File: src/rtl/burst_pkg.sv
package burst_pkg;
  localparam int BEAT_W = 2;
  typedef logic [BEAT_W-1:0] beat_t;

  // linear: wrap the sum of start and beat
  function automatic beat_t order_lin(beat_t start, beat_t beat);
    return beat_t'(start + beat);
  endfunction

  // interleaved: flip start bits selected by the beat
  function automatic beat_t order_xor(beat_t start, beat_t beat);
    return start ^ beat;
  endfunction

  function automatic beat_t order_map(beat_t start, beat_t beat, logic intl);
    return intl ? order_xor(start, beat) : order_lin(start, beat);
  endfunction
endpackage

File: src/rtl/burst_beat_ctr.sv
module burst_beat_ctr
  import burst_pkg::*;
(
  input  logic  clk,
  input  logic  rst_n,
  input  logic  clr,
  input  logic  step,
  output beat_t beat
);
  always_ff @(posedge clk) begin
    if (!rst_n)    beat <= '0;
    else if (clr)  beat <= '0;
    else if (step) beat <= beat_t'(beat + beat_t'(1));
  end
endmodule

File: src/rtl/burst_addr_latch.sv
module burst_addr_latch
  import burst_pkg::*;
#(
  parameter int ADDR_W = 16,
  localparam int HI_W = ADDR_W - BEAT_W
) (
  input  logic              clk,
  input  logic              rst_n,
  input  logic              ld,
  input  logic [ADDR_W-1:0] addr_in,
  output logic [HI_W-1:0]   hi_q,
  output beat_t             start_q
);
  always_ff @(posedge clk) begin
    if (!rst_n) begin
      hi_q    <= '0;
      start_q <= '0;
    end else if (ld) begin
      hi_q    <= addr_in[ADDR_W-1:BEAT_W];
      start_q <= addr_in[BEAT_W-1:0];
    end
  end
endmodule

File: src/rtl/burst_order_map.sv
module burst_order_map
  import burst_pkg::*;
(
  input  logic  intl,
  input  beat_t start,
  input  beat_t beat,
  output beat_t low
);
  always_comb low = order_map(start, beat, intl);
endmodule

File: src/rtl/burst_addr_seq.sv
module burst_addr_seq
  import burst_pkg::*;
#(
  parameter int ADDR_W = 16
) (
  input  logic              clk,
  input  logic              rst_n,
  input  logic              order_sel,
  input  logic              sel1_n,
  input  logic              sel2,
  input  logic              sel3_n,
  input  logic              pstb_n,
  input  logic              cstb_n,
  input  logic              adv_n,
  input  logic [ADDR_W-1:0] addr_in,
  output logic [ADDR_W-1:0] addr_o,
  output logic [1:0]        beat_o,
  output logic              last_o
);
  localparam int HI_W = ADDR_W - BEAT_W;

  // named events for the checker
  logic chip_on, p_take, c_take, ld_ev, adv_ev;
  assign chip_on = !sel1_n && sel2 && !sel3_n;
  assign p_take  = chip_on && !pstb_n;            // processor strobe wins
  assign c_take  = chip_on && !cstb_n && !p_take;
  assign ld_ev   = p_take || c_take;
  assign adv_ev  = !ld_ev && !adv_n;

  logic [HI_W-1:0] hi_q;
  beat_t start_q, beat_q, low_w;

  burst_addr_latch #(.ADDR_W(ADDR_W)) u_latch (
    .clk(clk), .rst_n(rst_n), .ld(ld_ev), .addr_in(addr_in),
    .hi_q(hi_q), .start_q(start_q)
  );

  burst_beat_ctr u_ctr (
    .clk(clk), .rst_n(rst_n), .clr(ld_ev), .step(adv_ev), .beat(beat_q)
  );

  burst_order_map u_map (
    .intl(order_sel), .start(start_q), .beat(beat_q), .low(low_w)
  );

  assign addr_o = {hi_q, low_w};
  assign beat_o = beat_q;
  assign last_o = (beat_q == beat_t'(3));
endmodule

File: config.mk
export PLATFORM = sky130hd
export DESIGN_NAME = burst_addr_seq
export DESIGN_NICKNAME = d
export VERILOG_FILES = /design/src/rtl/burst_pkg.sv /design/src/rtl/burst_beat_ctr.sv /design/src/rtl/burst_addr_latch.sv /design/src/rtl/burst_order_map.sv /design/src/rtl/burst_addr_seq.sv
export SDC_FILE = /design/constraint.sdc
export NUM_CORES = 1
export LEC_CHECK = 0
export ABC_AREA = 1
export BUFFER_PORTS_ARGS = -buffer_cell sky130_fd_sc_hd__buf_4
export CAP_MARGIN = 20
export CELL_PAD_IN_SITES_DETAIL_PLACEMENT = 0
export CELL_PAD_IN_SITES_GLOBAL_PLACEMENT = 2
export CORE_UTILIZATION = 21
export DETAILED_ROUTE_END_ITERATION = 16
export HOLD_SLACK_MARGIN = 0.03
export PLACE_DENSITY = 0.72
export SYNTH_ARGS = -nofsm -noshare
export SYNTH_HDL_FRONTEND = slang
export SYNTH_SLANG_ARGS = --single-unit
File: constraint.sdc
create_clock -name clk -period 1.1 [get_ports clk]
set_input_delay 0.055 -clock clk [delete_from_list [all_inputs] [get_ports clk]]
set_output_delay 0.055 -clock clk [all_outputs]
set_load 0.02 [all_outputs]
# After elaboration in Yosys (flattened, before gate mapping)
# Cells that the tools add are included.
[word_totals]
register_bits = 18
in_bits = 25
wordCells = 24
[op_classes]
addsub = 2
eq_ne = 1
muxes = 1
n_bitwise = 2
reduce_logical = 15
[ops]
columns = ["cell", "n"]
rows = [
  ["$logic_not A1 Y1", 7],
  ["$logic_and A1 B1 Y1", 6],
  ["$add A2 B1 Y2 const B", 1],
  ["$add A2 B2 Y2", 1],
  ["$eq A2 B2 Y1 const B", 1],
  ["$mux W2", 1],
  ["$reduce_or A2 Y1", 1],
  ["$xor A2 B2 Y2", 1],
  ["$logic_or A1 B1 Y1", 1],
  ["$not A1 Y1", 1],
]

# Logic depth before layout (Yosys ltp)
# Gate-level depths: netlist (run 1).
[depth]
word_depth = 9
ltp_mapped = 5
ltp_nobuf = 5

# Hierarchy
# Synthesis (run 1) repeated with hierarchy kept, for this count alone.
[hier_totals]
hier_cells = 140
area_unflattened_um2 = 885.8
[by_module_without_submodules]
columns = ["module", "instances", "cells_each", "area_per_inst_um2", "seq_area_each_um2"]
rows = [
  ["burst_addr_latch", 1, 101, 674.4, 320.3],
  ["burst_beat_ctr", 1, 15, 101.3, 40.0],
  ["burst_order_map", 1, 15, 67.6, 0.0],
  ["burst_addr_seq", 1, 9, 42.5, 0.0],
]

# Worst setup path after synthesis (run 1)
# No wires, ideal clock.
[synth_path]
path_kind = "register -> register"
start = "register u_ctr.beat[1]"
end = "register u_ctr.beat[1]"
setup_ns = 0.113
t_arrival_ns = 1.193
required_time_ns = 0.987
setup_slack_ns = -0.206
path_stages_with_launch = 5
n_path_buf = 0
period_less_slack_ns = 1.306
path_cell_list = "dfxtp_1 > ha_1 > or2_2 > nand3_1 > nor2_1"
[synth_via]
elab_chain_cells = 1
[synth_lines]
columns = ["item", "line", "source"]
rows = [
  ["from (decl)", "burst_beat_ctr.sv:8", "output beat_t beat"],
  ["from (signal assigned)", "burst_beat_ctr.sv:13", "else if (step) beat <= beat_t'(beat + beat_t'(1));"],
  ["$add A2 B1 Y2", "burst_beat_ctr.sv:13", ""],
]
# Every way passes these cells.
# A chain may end at the register's enable or synchronous reset.

# Worst setup path after layout (run 1)
# Ends and elaborated chain as after synthesis.

==> results by group, run 1 <==
Worst setup path
  – Path type of the worst setup path: reg -> reg
  – Worst reg2reg startpoint: u_ctr.beat[1]
  – Worst path cell trace: buf_4 -> ha_4 -> or2_4 -> nand3_2 -> nor2_1
  – Setup slack, reg-to-reg: -0.06 ns
  – Endpoint of the most critical register-to-register path: u_ctr.beat[1]
  – Largest delay contributor family on the critical path: flip-flops
  – Critical path required time: 1.25 ns
  – Worst Path Arrival: 1.31 ns
  – Category of the worst setup path capture point: register
  – Largest driver fanout on the critical path: 3
  – R2R cell count: 5
  – Maximum cell stage delay along the critical path: 0.36 ns
  – Startpoint kind of the worst setup timing path: register
  – Master of the slowest instance on the critical path: sky130_fd_sc_hd__dfxtp_4
  – Buffers plus inverters on the worst setup path: 1

CTS
  – CTS Buffer Depth: 2
  – Clock buffer count from CTS: 3
  – Root buffer cell: sky130_fd_sc_hd__clkbuf_8
  – Clock tree from TritonCTS: built
  – Hold-fix buffers, CTS: 0
  – Insertion delay to the later sink of the worst-skew pair: 0.25 ns
  – H-tree Lvls: 1
  – CTS sink count: 18
  – Clock slew at the register clock pins of the worst setup and hold paths: 0.07 ns

Finish
  – Net count, final: 168
  – Fraction of layout cells with a size suffix above 1: 46.4%
  – Post-Route Utilization: 35.1%
  – Layout filler cell count: 405
  – Inserted Diodes: 0
  – Final cell count without fillers: 188
  – Synthesis-to-finish area growth: 58.0%

GRT
  – Final global-route overflow total: 0
  – Global-route wire length before repair: 3.62 mm
  – Number of antenna violations at the first check in global routing: 0
  – Global-route usage over all layers: 11.1%
  – Vias in the first global route: 818
  – Maximum number of pins on one net before global-route repair: 20

Floorplanning
  – DIE WIDTH: 64.9 microns
  – Area of the core region: 0.00374 sq mm
  – Row Count: 22
  – Chip height: 64.9 microns
  – Ports: 44
  – Initial Utilization: 22.2%
  – Die area: 0.00422 sq mm

Synthesis
  – Library cell with the largest summed area after synthesis: sky130_fd_sc_hd__dfxtp_1
  – Number of warning messages in the yosys log: 0
  – EDFF count, synth: 0
  – Multiplexer share of the synthesized area: 0%
  – Compound-Gate Fraction of Synth Area: 16.4%
  – Asr flop ratio synth: 0%
  – Cell types with the highest counts after synthesis: sky130_fd_sc_hd__nand2_1 (20), sky130_fd_sc_hd__dfxtp_1 (18), sky130_fd_sc_hd__nand4_1 (16)
  – Cell types with the largest area share after synthesis: sky130_fd_sc_hd__dfxtp_1 (43%), sky130_fd_sc_hd__nand4_1 (12%), sky130_fd_sc_hd__nand2_1 (9.0%), sky130_fd_sc_hd__a21boi_0 (7.2%), sky130_fd_sc_hd__a21boi_1 (7.2%)
  – Proportion of synthesized chip area in sequential cells: 43.3%
  – Dominant synthesized flop cell: sky130_fd_sc_hd__dfxtp_1
  – Post-synthesis instance area: 832 sq um
  – Parity-gate share of the synthesized area counting xor and xnor cells: 2.11%
  – Mean area per synthesized cell: 8.95 sq um
  – Number of flip-flops and latches in the synthesized netlist: 18
  – Synthesized-area fraction occupied by adder cells: 3.01%
  – Synthesized-area fraction occupied by and/or/nand/nor cells: 28.1%
  – Library cell with the highest instance count after synthesis: sky130_fd_sc_hd__nand2_1
  – Number of distinct library cells after synthesis: 19
  – Main combinational cell family by area after synthesis: simple AND/OR/NAND/NOR gates
  – Synthesized net count: 120
  – Fraction of post-synthesis cell area in the top cell type by area: 43.3%
  – Post-synthesis instance total: 93

Detailed routing
  – Number of violations reported at the end of detailed-routing iteration 0: 11
  – Number of vias per cell: 4.36
  – DRC violation count after routing: 0
  – Number of optimization iterations in the first detailed-route pass: 4
  – Detailed-route wire length: 2.17 mm
  – Vias after detailed routing: 820
  – Routed length per placed instance: 11.5 microns
  – Number of nets with antenna violations after detailed routing: 0

Placed design
  – Gp weighted congestion: 0.648
  – Dpl hpwl: 1.59 mm
  – Port bufs: 43
  – Post-placement cell count: 180

STA
  – Max-slew violation total from the final report: 0
  – Largest clock skew in the final design: 0.0000167 ns
  – Maximum achievable frequency: 0.863 GHz
  – Min Tclk post-route: 1.16 ns
  – Final setup violating endpoints: 2
  – Endpoints failing hold: 0
  – Share of the cycle needed by the critical path after routing: 105%
  – Headroom to the max-slew limit: 82.8%
  – Worst setup margin: -0.0585 ns
  – Measured slew at the worst slew-check pin: 0.257 ns
  – Setup repair after global routing missed its margin: true

Min path
  – Hold/Removal Path Class: in -> reg
  – Worst hold path cell count: 3
  – Terminating pin of the worst hold path: u_latch.hi_q[0]
  – Launch point of the worst hold path: addr_in[2]

Power
  – Switching power total: 399 uW
  – Switching part of the total power: 26.8%
  – Cell area power density: 1130 mW/mm^2
  – Sequential group share of total power: 46.6%
  – Leakage power summed over all cells: 0.000562 uW
  – Worst IR drop on VDD: 665 uV
  – Clock power share: 31.9%
  – Internal power contribution: 1090 uW
  – Gate power share: 21.5%

Flow run
  – Max_cap viols: 0

Status
  – Failing checks: setup timing
  – Run status: finished, violations left
[stage by stage]
stage,hold WS (ns),TNS [ns],power (uW),setup WS [ns],area (sq um)
finish,0.0853,-0.0877,1490,-0.0585,1320
global placement,0.337,0,996,0.0210,1210
CTS,0.0828,-0.0840,1500,-0.0600,1300
floorplan,0.209,0,863,0.00126,852
global route,0.0796,-0.233,1570,-0.114,1320
detailed placement,0.341,0,999,0.00572,1210
[placed cells by master, fill, tap and decap left out]
master,count
sky130_fd_sc_hd__a21oi_4,1
sky130_fd_sc_hd__clkinv_1,1
sky130_fd_sc_hd__nand3_4,1
sky130_fd_sc_hd__nand3_1,1
sky130_fd_sc_hd__nand3_2,1
sky130_fd_sc_hd__dfxtp_1,14
sky130_fd_sc_hd__inv_1,4
sky130_fd_sc_hd__a21boi_0,8
sky130_fd_sc_hd__clkbuf_8,3
sky130_fd_sc_hd__ha_4,2
sky130_fd_sc_hd__nand2_1,20
sky130_fd_sc_hd__xor2_2,1
sky130_fd_sc_hd__buf_4,48
sky130_fd_sc_hd__buf_6,1
sky130_fd_sc_hd__nand2_2,1
sky130_fd_sc_hd__dfxtp_4,2
sky130_fd_sc_hd__nand4_1,16
sky130_fd_sc_hd__xor2_1,1
sky130_fd_sc_hd__dfxtp_2,2
sky130_fd_sc_hd__nor2_1,2
sky130_fd_sc_hd__nor2_4,1
sky130_fd_sc_hd__or2_4,1
sky130_fd_sc_hd__a21boi_1,8
[cells by family after synthesis]
family,Yosys count
AOI/OAI and AO/OA,17
and+or+nand+nor,44
adders and majority gates,2
buffers and inverters,10
xor gates and xnor gates,2
DFF,18
[power groups by stage]
stage | registers, uW | logic [uW] | clock network, uW
final | 695 | 321 | 475
after global routing | 699 | 350 | 522
after CTS | 695 | 317 | 483
after detailed placement | 714 | 285 | 0
after global placement | 712 | 284 | 0
after floorplan | 738 | 126 | 0
[registers in the layout, indices dropped and copies added, names as in the netlist]
register,count
u_latch.start_q,2
u_latch.hi_q,14
u_ctr.beat,2
[layer usage]
metal  up-vias  GRT usage, %  part of all wire [%]
met5         -             0                     0
met1       379          12.9                    44
met3         2          2.46                   4.7
li1        419             -                     -
met4         0          5.00                   1.2
met2        20          19.0                    50
[worst register-to-register path, stage by stage, from the launching register on]
cell and delay (ns):
sky130_fd_sc_hd__dfxtp_4 0.36, sky130_fd_sc_hd__buf_4 0.14, sky130_fd_sc_hd__ha_4 0.22, sky130_fd_sc_hd__or2_4 0.24
sky130_fd_sc_hd__nand3_2 0.05, sky130_fd_sc_hd__nor2_1 0.05
[layout make-up]
cell class                 count  area (sq um)  share of cell area (%)
sequential                    18           370                    28.2
clock buffer                   3          41.3                    3.14
tap                           48          60.1                    4.57
timing repair buffer          49           372                    28.3
inverter                       4          15.0                    1.14
clock inverter                 1          3.75                   0.285
multi-input combinational     65           453                    34.4
[repair_timing]
item	in CTS	in global routing
cloned	0	0
setup buffers	3	1
resized for setup	6	2
pin swaps	1	1
setup endpoints to repair	3	4
[worst max path at each step]
stage	depth (start not counted)	startpoint	slack, ns	end
floorplan	4	u_ctr.beat[1]	0.001	u_ctr.beat[1]
global placement	4	u_ctr.beat[1]	0.02	u_ctr.beat[1]
detailed placement	4	u_ctr.beat[1]	0.006	u_ctr.beat[1]
CTS	6	u_ctr.beat[1]	-0.06	addr_o[1]
global route	6	u_ctr.beat[1]	-0.11	addr_o[1]
finish	5	u_ctr.beat[1]	-0.06	u_ctr.beat[1]
No activity file was read; power rests on OpenSTA's default activity.
==> inputs of run 2 (changes only) <==
- CORE_UTILIZATION: 21 -> 19
- GPL_ROUTABILITY_DRIVEN: not set -> 0
- PLACE_DENSITY: 0.72 -> 0.71
- SYNTH_HIERARCHICAL: not set -> 1
==> results by group, run 2 <==
Status
  – Run status: finished, violations left (unchanged)
  – Failing checks: setup timing (unchanged)

STA
  – Largest clock skew in the final design: 0.0000781 ns (was 0.0000167 ns)
  – Headroom to the max-slew limit: 84.4% (was 82.8%)
  – Min Tclk post-route: 1.20 ns (was 1.16 ns)
  – Measured slew at the worst slew-check pin: 0.234 ns (was 0.257 ns)
  – Worst setup margin: -0.104 ns (was -0.0585 ns)
  – Endpoints failing hold: 0 (unchanged)
  – Max-slew violation total from the final report: 0 (unchanged)
  – Setup repair after global routing missed its margin: true (unchanged)
  – Share of the cycle needed by the critical path after routing: 109% (was 105%)
  – Final setup violating endpoints: 1 (was 2)
  – Maximum achievable frequency: 0.830 GHz (was 0.863 GHz)

Worst setup path
  – Largest driver fanout on the critical path: 2 (was 3)
  – Largest delay contributor family on the critical path: flip-flops (unchanged)
  – Instance count on the critical path: 7 (was 5)
  – Critical path required time: 1.04 ns (was 1.25 ns)
  – Path type of the worst setup path: reg -> out (was reg -> reg)
  – Category of the worst setup path capture point: output port (was register)
  – R2R cell count: 5 (unchanged)
  – Buffers plus inverters on the worst setup path: 3 (was 1)
  – Worst path cell trace: ha_4 -> inv_2 -> nor2_2 -> nand3_1 -> nand2_1 -> inv_1 -> buf_6 (was buf_4 -> ha_4 -> or2_4 -> nand3_2 -> nor2_1)
  – Worst Path Arrival: 1.15 ns (was 1.31 ns)
  – Maximum cell stage delay along the critical path: 0.35 ns (was 0.36 ns)
  – Startpoint kind of the worst setup timing path: register (unchanged)
  – Master of the slowest instance on the critical path: sky130_fd_sc_hd__dfxtp_2 (was sky130_fd_sc_hd__dfxtp_4)

Synthesis
  – Post-synthesis instance total: 140 (was 93)
  – Fraction of post-synthesis cell area in the top cell type by area: 40.7% (was 43.3%)
  – Dominant synthesized flop cell: sky130_fd_sc_hd__dfxtp_1 (unchanged)
  – Library cell with the highest instance count after synthesis: sky130_fd_sc_hd__nand2_1 (unchanged)
  – Number of distinct library cells after synthesis: 13 (was 19)
  – Post-synthesis instance area: 886 sq um (was 832 sq um)
  – Proportion of synthesized chip area in sequential cells: 40.7% (was 43.3%)
  – Synthesized net count: 166 (was 120)
  – Asr flop ratio synth: 0% (unchanged)
  – EDFF count, synth: 0 (unchanged)
  – Library cell with the largest summed area after synthesis: sky130_fd_sc_hd__dfxtp_1 (unchanged)
  – Number of warning messages in the yosys log: 6 (was 0)
  – Cell types with the highest counts after synthesis: sky130_fd_sc_hd__nand2_1 (44), sky130_fd_sc_hd__nor2_1 (32), sky130_fd_sc_hd__inv_1 (29) (was sky130_fd_sc_hd__nand2_1 (20), sky130_fd_sc_hd__dfxtp_1 (18), sky130_fd_sc_hd__nand4_1 (16))
  – Cell types with the largest area share after synthesis: sky130_fd_sc_hd__dfxtp_1 (41%), sky130_fd_sc_hd__nand2_1 (19%), sky130_fd_sc_hd__nor2_1 (14%), sky130_fd_sc_hd__inv_1 (12%), sky130_fd_sc_hd__buf_6 (3.8%) (was sky130_fd_sc_hd__dfxtp_1 (43%), sky130_fd_sc_hd__nand4_1 (12%), sky130_fd_sc_hd__nand2_1 (9.0%), sky130_fd_sc_hd__a21boi_0 (7.2%), sky130_fd_sc_hd__a21boi_1 (7.2%))
  – Number of flip-flops and latches in the synthesized netlist: 18 (unchanged)
  – Mean area per synthesized cell: 6.33 sq um (was 8.95 sq um)

Detailed routing
  – Number of violations reported at the end of detailed-routing iteration 0: 33 (was 11)
  – Routed length per placed instance: 8.48 microns (was 11.5 microns)
  – DRC violation count after routing: 0 (unchanged)
  – Number of nets with antenna violations after detailed routing: 0 (unchanged)
  – Number of optimization iterations in the first detailed-route pass: 4 (unchanged)
  – Vias after detailed routing: 873 (was 820)
  – Detailed-route wire length: 2.01 mm (was 2.17 mm)
  – Number of vias per cell: 3.68 (was 4.36)

CTS
  – CTS Buffer Depth: 2 (unchanged)
  – Post-CTS setup repair buffer count: 0 (was 3)
  – Clock slew at the register clock pins of the worst setup and hold paths: 0.07 ns (about the same)
  – Root buffer cell: sky130_fd_sc_hd__clkbuf_8 (unchanged)
  – Clock buffer count from CTS: 3 (unchanged)
  – CTS sink count: 18 (unchanged)
  – Clock tree from TritonCTS: built (unchanged)
  – H-tree Lvls: 1 (unchanged)
  – Insertion delay to the later sink of the worst-skew pair: 0.25 ns (about the same)

GRT
  – Final global-route overflow total: 0 (unchanged)
  – Global-route usage over all layers: 8.50% (was 11.1%)
  – Vias in the first global route: 816 (was 818)
  – Number of antenna violations at the first check in global routing: 0 (unchanged)
  – Global-route wire length before repair: 3.36 mm (was 3.62 mm)
  – Maximum number of pins on one net before global-route repair: 20 (unchanged)

Placed design
  – Post-placement cell count: 233 (was 180)
  – Port bufs: 43 (unchanged)
  – Dpl hpwl: 1.56 mm (was 1.59 mm)
  – Setup slack after placement: 0.117 ns (was 0.00572 ns)
  – Post-Place Cell Area: 0.00125 sq mm (was 0.00121 sq mm)

Finish
  – Final cell count without fillers: 237 (was 188)
  – Commonest non-fill, non-tap cell in the layout: sky130_fd_sc_hd__buf_4 (unchanged)
  – Finished layout cell area: 0.00133 sq mm (was 0.00132 sq mm)
  – Commonest cells after routing, fill and taps aside: sky130_fd_sc_hd__buf_4 (45), sky130_fd_sc_hd__nand2_1 (44), sky130_fd_sc_hd__nor2_1 (31) (was sky130_fd_sc_hd__buf_4 (48), sky130_fd_sc_hd__nand2_1 (20), sky130_fd_sc_hd__nand4_1 (16))
  – Multi-input combinational cell area: 385 sq um (was 453 sq um)
  – Flip-flop count of the largest register, all copies and words added: 14 (unchanged)
  – Inserted Diodes: 0 (unchanged)
  – Layout filler cell count: 485 (was 405)
  – Net count, final: 212 (was 168)
  – Largest registers: u_latch/hi_q: 14 flops, u_ctr/beat: 2 flops, u_latch/start_q: 2 flops (was u_latch.hi_q: 14 flops, u_ctr.beat: 2 flops, u_latch.start_q: 2 flops)
  – Largest register by flop count: u_latch/hi_q (was u_latch.hi_q)
  – Combined flip-flop and latch cell area: 364 sq um (was 370 sq um)
  – Synthesis-to-finish area growth: 49.9% (was 58.0%)
  – Fraction of layout cells with a size suffix above 1: 34.1% (was 46.4%)

Floorplanning
  – Area of the core region: 0.00441 sq mm (was 0.00374 sq mm)
  – Chip height: 70.3 microns (was 64.9 microns)
  – DIE WIDTH: 70.3 microns (was 64.9 microns)
  – Ports: 44 (unchanged)
  – Initial Utilization: 20.1% (was 22.2%)
  – Die area: 0.00494 sq mm (was 0.00422 sq mm)
  – Row Count: 24 (was 22)

Min path
  – Hold/Removal Path Class: in -> reg (unchanged)
  – Worst hold path cell count: 5 (was 3)

Power
  – Worst IR drop on VDD: 352 uV (was 665 uV)
  – Cell area power density: 1180 mW/mm^2 (was 1130 mW/mm^2)
  – Leakage power summed over all cells: 0.000730 uW (was 0.000562 uW)

Flow run
  – Max_cap viols: 0 (unchanged)
-- run 2: cell type report --
cell class	instances	area share (%)
well taps	52	4.90
clock buffers	4	4.15
multi-input cells	88	29.0
repair buffers	46	26.3
inverters	29	8.20
flip-flops and latches	18	27.4
-- run 2: worst register-to-register path, delay by kind of cell (launching register included) --
| kind | cells | cell delay [ns] |
|---|---|---|
| flip-flops | 1 | 0.34 |
| buffers and inverters | 2 | 0.20 |
| AND/OR/NAND/NOR | 3 | 0.15 |
-- run 2: power by group --
| group | total [uW] | internal (uW) | switching, uW |
|---|---|---|---|
| Combinational | 321 | 159 | 162 |
| Sequential | 709 | 686 | 23.3 |
| Clock | 536 | 318 | 218 |
-- run 2: per-stage QoR --
step	power [uW]	hold slack (ns)	util [%]	setup TNS [ns]
finish	1570	0.0888	30.1	-0.104
global route	1650	0.0931	30.1	-0.206
CTS	1600	0.0790	29.8	-0.122
detailed placement	1040	0.348	28.3	0
global placement	1040	0.341	28.3	0
floorplan	896	0.243	-	0
-- run 2: cells by family (layout without fill, tap and decap cells) --
family	Yosys count	after routing	synth area share, %
buffers and inverters	34	79	17.5
DFF	18	18	40.7
AOI/OAI and AO/OA	1	1	0.564
and+or+nand+nor	86	86	39.8
adders and majority gates	1	1	1.41
-- run 2: worst paths after layout --
kind	from	endpoint	slack, ns
setup / recovery	u_ctr/beat[0]	addr_o[1]	-0.10
setup reg to reg	u_ctr/beat[0]	u_ctr/beat[0]	0.32
hold reg to reg	u_latch/hi_q[10]	u_latch/hi_q[10]	0.47
hold / removal	addr_in[14]	u_latch/hi_q[12]	0.09
-- run 2: timing repair --
action | CTS | global route
gates resized for setup | 5 | 3
setup endpoints to repair | 1 | 1
pin swaps | 1 | 4
hold buffers | 0 | 0
-- run 2: per-layer routing --
metal	up-vias	wire length, microns	part of all wire (%)	global-route usage, %
met2	16	995	50	15.1
met5	-	0	0	0
met1	372	916	46	9.11
li1	483	-	-	-
met3	2	75	3.7	1.59
met4	0	23	1.1	5.33
==> inputs of run 3 (changes only) <==
- SETUP_SLACK_MARGIN: not set -> 0.5
==> results by group, run 3 (synthesis results as in run 2) <==
Status
  – Run status: finished, violations left (unchanged)
  – Failing checks: setup timing (unchanged)

CTS
  – Insertion delay to the later sink of the worst-skew pair: 0.26 ns (was 0.25 ns)
  – Clock buffer count from CTS: 3 (unchanged)
  – CTS sink count: 18 (unchanged)
  – H-tree Lvls: 1 (unchanged)
  – CTS Buffer Depth: 2 (unchanged)
  – Hold-fix buffers, CTS: 0 (unchanged)
  – Clock slew at the register clock pins of the worst setup and hold paths: 0.07 ns (about the same)
  – Root buffer cell: sky130_fd_sc_hd__clkbuf_8 (unchanged)
  – Clock tree from TritonCTS: built (unchanged)

Floorplanning
  – Die area: 0.00494 sq mm (unchanged)
  – DIE WIDTH: 70.3 microns (unchanged)
  – Row Count: 24 (unchanged)
  – Initial Utilization: 20.1% (unchanged)
  – Ports: 44 (unchanged)
  – Area of the core region: 0.00441 sq mm (unchanged)
  – Chip height: 70.3 microns (unchanged)

Worst setup path
  – Startpoint kind of the worst setup timing path: register (unchanged)
  – Worst Path Arrival: 1.13 ns (was 1.15 ns)
  – Critical path's most frequent cell: sky130_fd_sc_hd__nand2_1
  – Category of the worst setup path capture point: output port (unchanged)
  – Maximum cell stage delay along the critical path: 0.36 ns (was 0.35 ns)
  – Path type of the worst setup path: reg -> out (unchanged)
  – Critical path required time: 1.04 ns (about the same)
  – Worst path cell trace: ha_4 -> nand2_1 -> nand3_1 -> nand2_1 -> inv_2 -> buf_6 (was ha_4 -> inv_2 -> nor2_2 -> nand3_1 -> nand2_1 -> inv_1 -> buf_6)
  – Largest driver fanout on the critical path: 2 (unchanged)
  – Master of the slowest instance on the critical path: sky130_fd_sc_hd__dfxtp_4 (was sky130_fd_sc_hd__dfxtp_2)

Min path
  – Hold/Removal Path Class: in -> reg (unchanged)

Detailed routing
  – Number of violations reported at the end of detailed-routing iteration 0: 24 (was 33)
  – Number of vias per cell: 3.84 (was 3.68)
  – DRC violation count after routing: 0 (unchanged)
  – Routed length per placed instance: 10.0 microns (was 8.48 microns)
  – Number of nets with antenna violations after detailed routing: 0 (unchanged)
  – Number of optimization iterations in the first detailed-route pass: 4 (unchanged)
  – Vias after detailed routing: 988 (was 873)
  – Detailed-route wire length: 2.57 mm (was 2.01 mm)

STA
  – Headroom to the max-slew limit: 86.1% (was 84.4%)
  – Endpoints failing hold: 0 (unchanged)
  – Max-slew violation total from the final report: 0 (unchanged)
  – Tightest hold margin: 0.0922 ns (was 0.0888 ns)
  – Share of the cycle needed by the critical path after routing: 108% (was 109%)
  – Measured slew at the worst slew-check pin: 0.208 ns (was 0.234 ns)
  – Worst setup margin: -0.0894 ns (was -0.104 ns)
  – Largest clock skew in the final design: 0.000101 ns (was 0.0000781 ns)
  – Setup repair after global routing missed its margin: true (unchanged)
  – Final setup violating endpoints: 1 (unchanged)
  – Min Tclk post-route: 1.19 ns (was 1.20 ns)
  – Total negative setup slack: -0.0894 ns (was -0.104 ns)
  – Maximum achievable frequency: 0.841 GHz (was 0.830 GHz)

Finish
  – Largest register by flop count: u_latch/hi_q (unchanged)
  – Flip-flop count of the largest register, all copies and words added: 14 (unchanged)
  – Combined flip-flop and latch cell area: 403 sq um (was 364 sq um)
  – Multi-input combinational cell area: 552 sq um (was 385 sq um)
  – Commonest cells after routing, fill and taps aside: sky130_fd_sc_hd__buf_4 (29), sky130_fd_sc_hd__nand2_1 (29), sky130_fd_sc_hd__buf_6 (28) (was sky130_fd_sc_hd__buf_4 (45), sky130_fd_sc_hd__nand2_1 (44), sky130_fd_sc_hd__nor2_1 (31))
  – Synthesis-to-finish area growth: 116% (was 49.9%)
  – Layout filler cell count: 460 (was 485)
  – Inserted Diodes: 0 (unchanged)
  – Largest registers: u_latch/hi_q: 14 flops, u_ctr/beat: 2 flops, u_latch/start_q: 2 flops (unchanged)
  – Post-Route Utilization: 43.4% (was 30.1%)
  – Fraction of layout cells with a size suffix above 1: 63.9% (was 34.1%)
  – Finished layout cell area: 0.00191 sq mm (was 0.00133 sq mm)
  – Net count, final: 232 (was 212)

Power
  – Leakage power summed over all cells: 0.000977 uW (was 0.000730 uW)
  – Worst IR drop on VDD: 702 uV (was 352 uV)
  – Cell area power density: 896 mW/mm^2 (was 1180 mW/mm^2)

Flow run
  – Max_cap viols: 0 (unchanged)

Placed design
  – Setup slack after placement: 0.101 ns (was 0.117 ns)
  – Post-Place Cell Area: 0.00131 sq mm (was 0.00125 sq mm)
  – Dpl hpwl: 1.58 mm (was 1.56 mm)
  – Port bufs: 43 (unchanged)

GRT
  – Global-route usage over all layers: 11.2% (was 8.50%)
  – Most heavily used metal layer in global routing: met2 (unchanged)
  – Vias in the first global route: 937 (was 816)
  – Final global-route overflow total: 0 (unchanged)
  – Met3 demand-to-capacity share in global routing: 3.61% (was 1.59%)
  – Number of antenna violations at the first check in global routing: 0 (unchanged)
  – Global routing usage on met2: 19.9% (was 15.1%)
  – Met1 track demand over resource: 12.4% (was 9.11%)
  – Maximum number of pins on one net before global-route repair: 18 (was 20)
  – Global-route wire length before repair: 4.27 mm (was 3.36 mm)
==> run 3: final timing paths <==
check                  startpoint         endpoint  slack [ns]  depth (start not counted)
setup / recovery    u_ctr/beat[0]        addr_o[1]       -0.09                          6
hold / removal        addr_in[11]  u_latch/hi_q[9]        0.09                          5
setup reg to reg    u_ctr/beat[0]    u_ctr/beat[0]        0.24                          6
hold reg to reg   u_latch/hi_q[5]  u_latch/hi_q[5]        0.48                          2
==> run 3: where the power goes <==
| part | internal, uW | switching [uW] | total [uW] |
|---|---|---|---|
| registers | 680 | 32.4 | 712 |
| logic | 292 | 228 | 520 |
| clock network | 248 | 235 | 483 |
| total | 1220 | 496 | 1720 |
==> run 3: per-layer routing <==
metal	vias to the layer above	wire, microns
met4	0	54
met1	432	1040
li1	525	-
met3	4	125
met2	27	1360
met5	-	0
==> run 3: through the flow <==
stage,cells,power [uW]
after floorplan,140,913
after global placement,232,1050
after detailed placement,232,1060
after CTS,248,1710
after global routing,257,1820
final,257,1720
==> run 3: final cells by class <==
class	count	area share, %
flip-flops and latches	18	21.0
inverters	29	6.47
multi-input cells	88	28.8
clock buffers	3	2.16
clock inverters	1	0.196
repair buffers	66	37.9
well taps	52	3.40
==> run 3: timing repair <==
action                     in CTS  in global routing
buffers inserted                9                  9
gates resized for setup        81                 22
cloned                          3                  0
pin swaps                      26                 17
setup endpoints to repair      37                 37
==> run 3: worst max-delay path: cells and delay by family (launching register included) <==
family,cells,cell delay [ns]
adder cells (fa/ha/maj),1,0.15
buffers and inverters,2,0.15
flip-flops,1,0.36
AND/OR/NAND/NOR,3,0.22
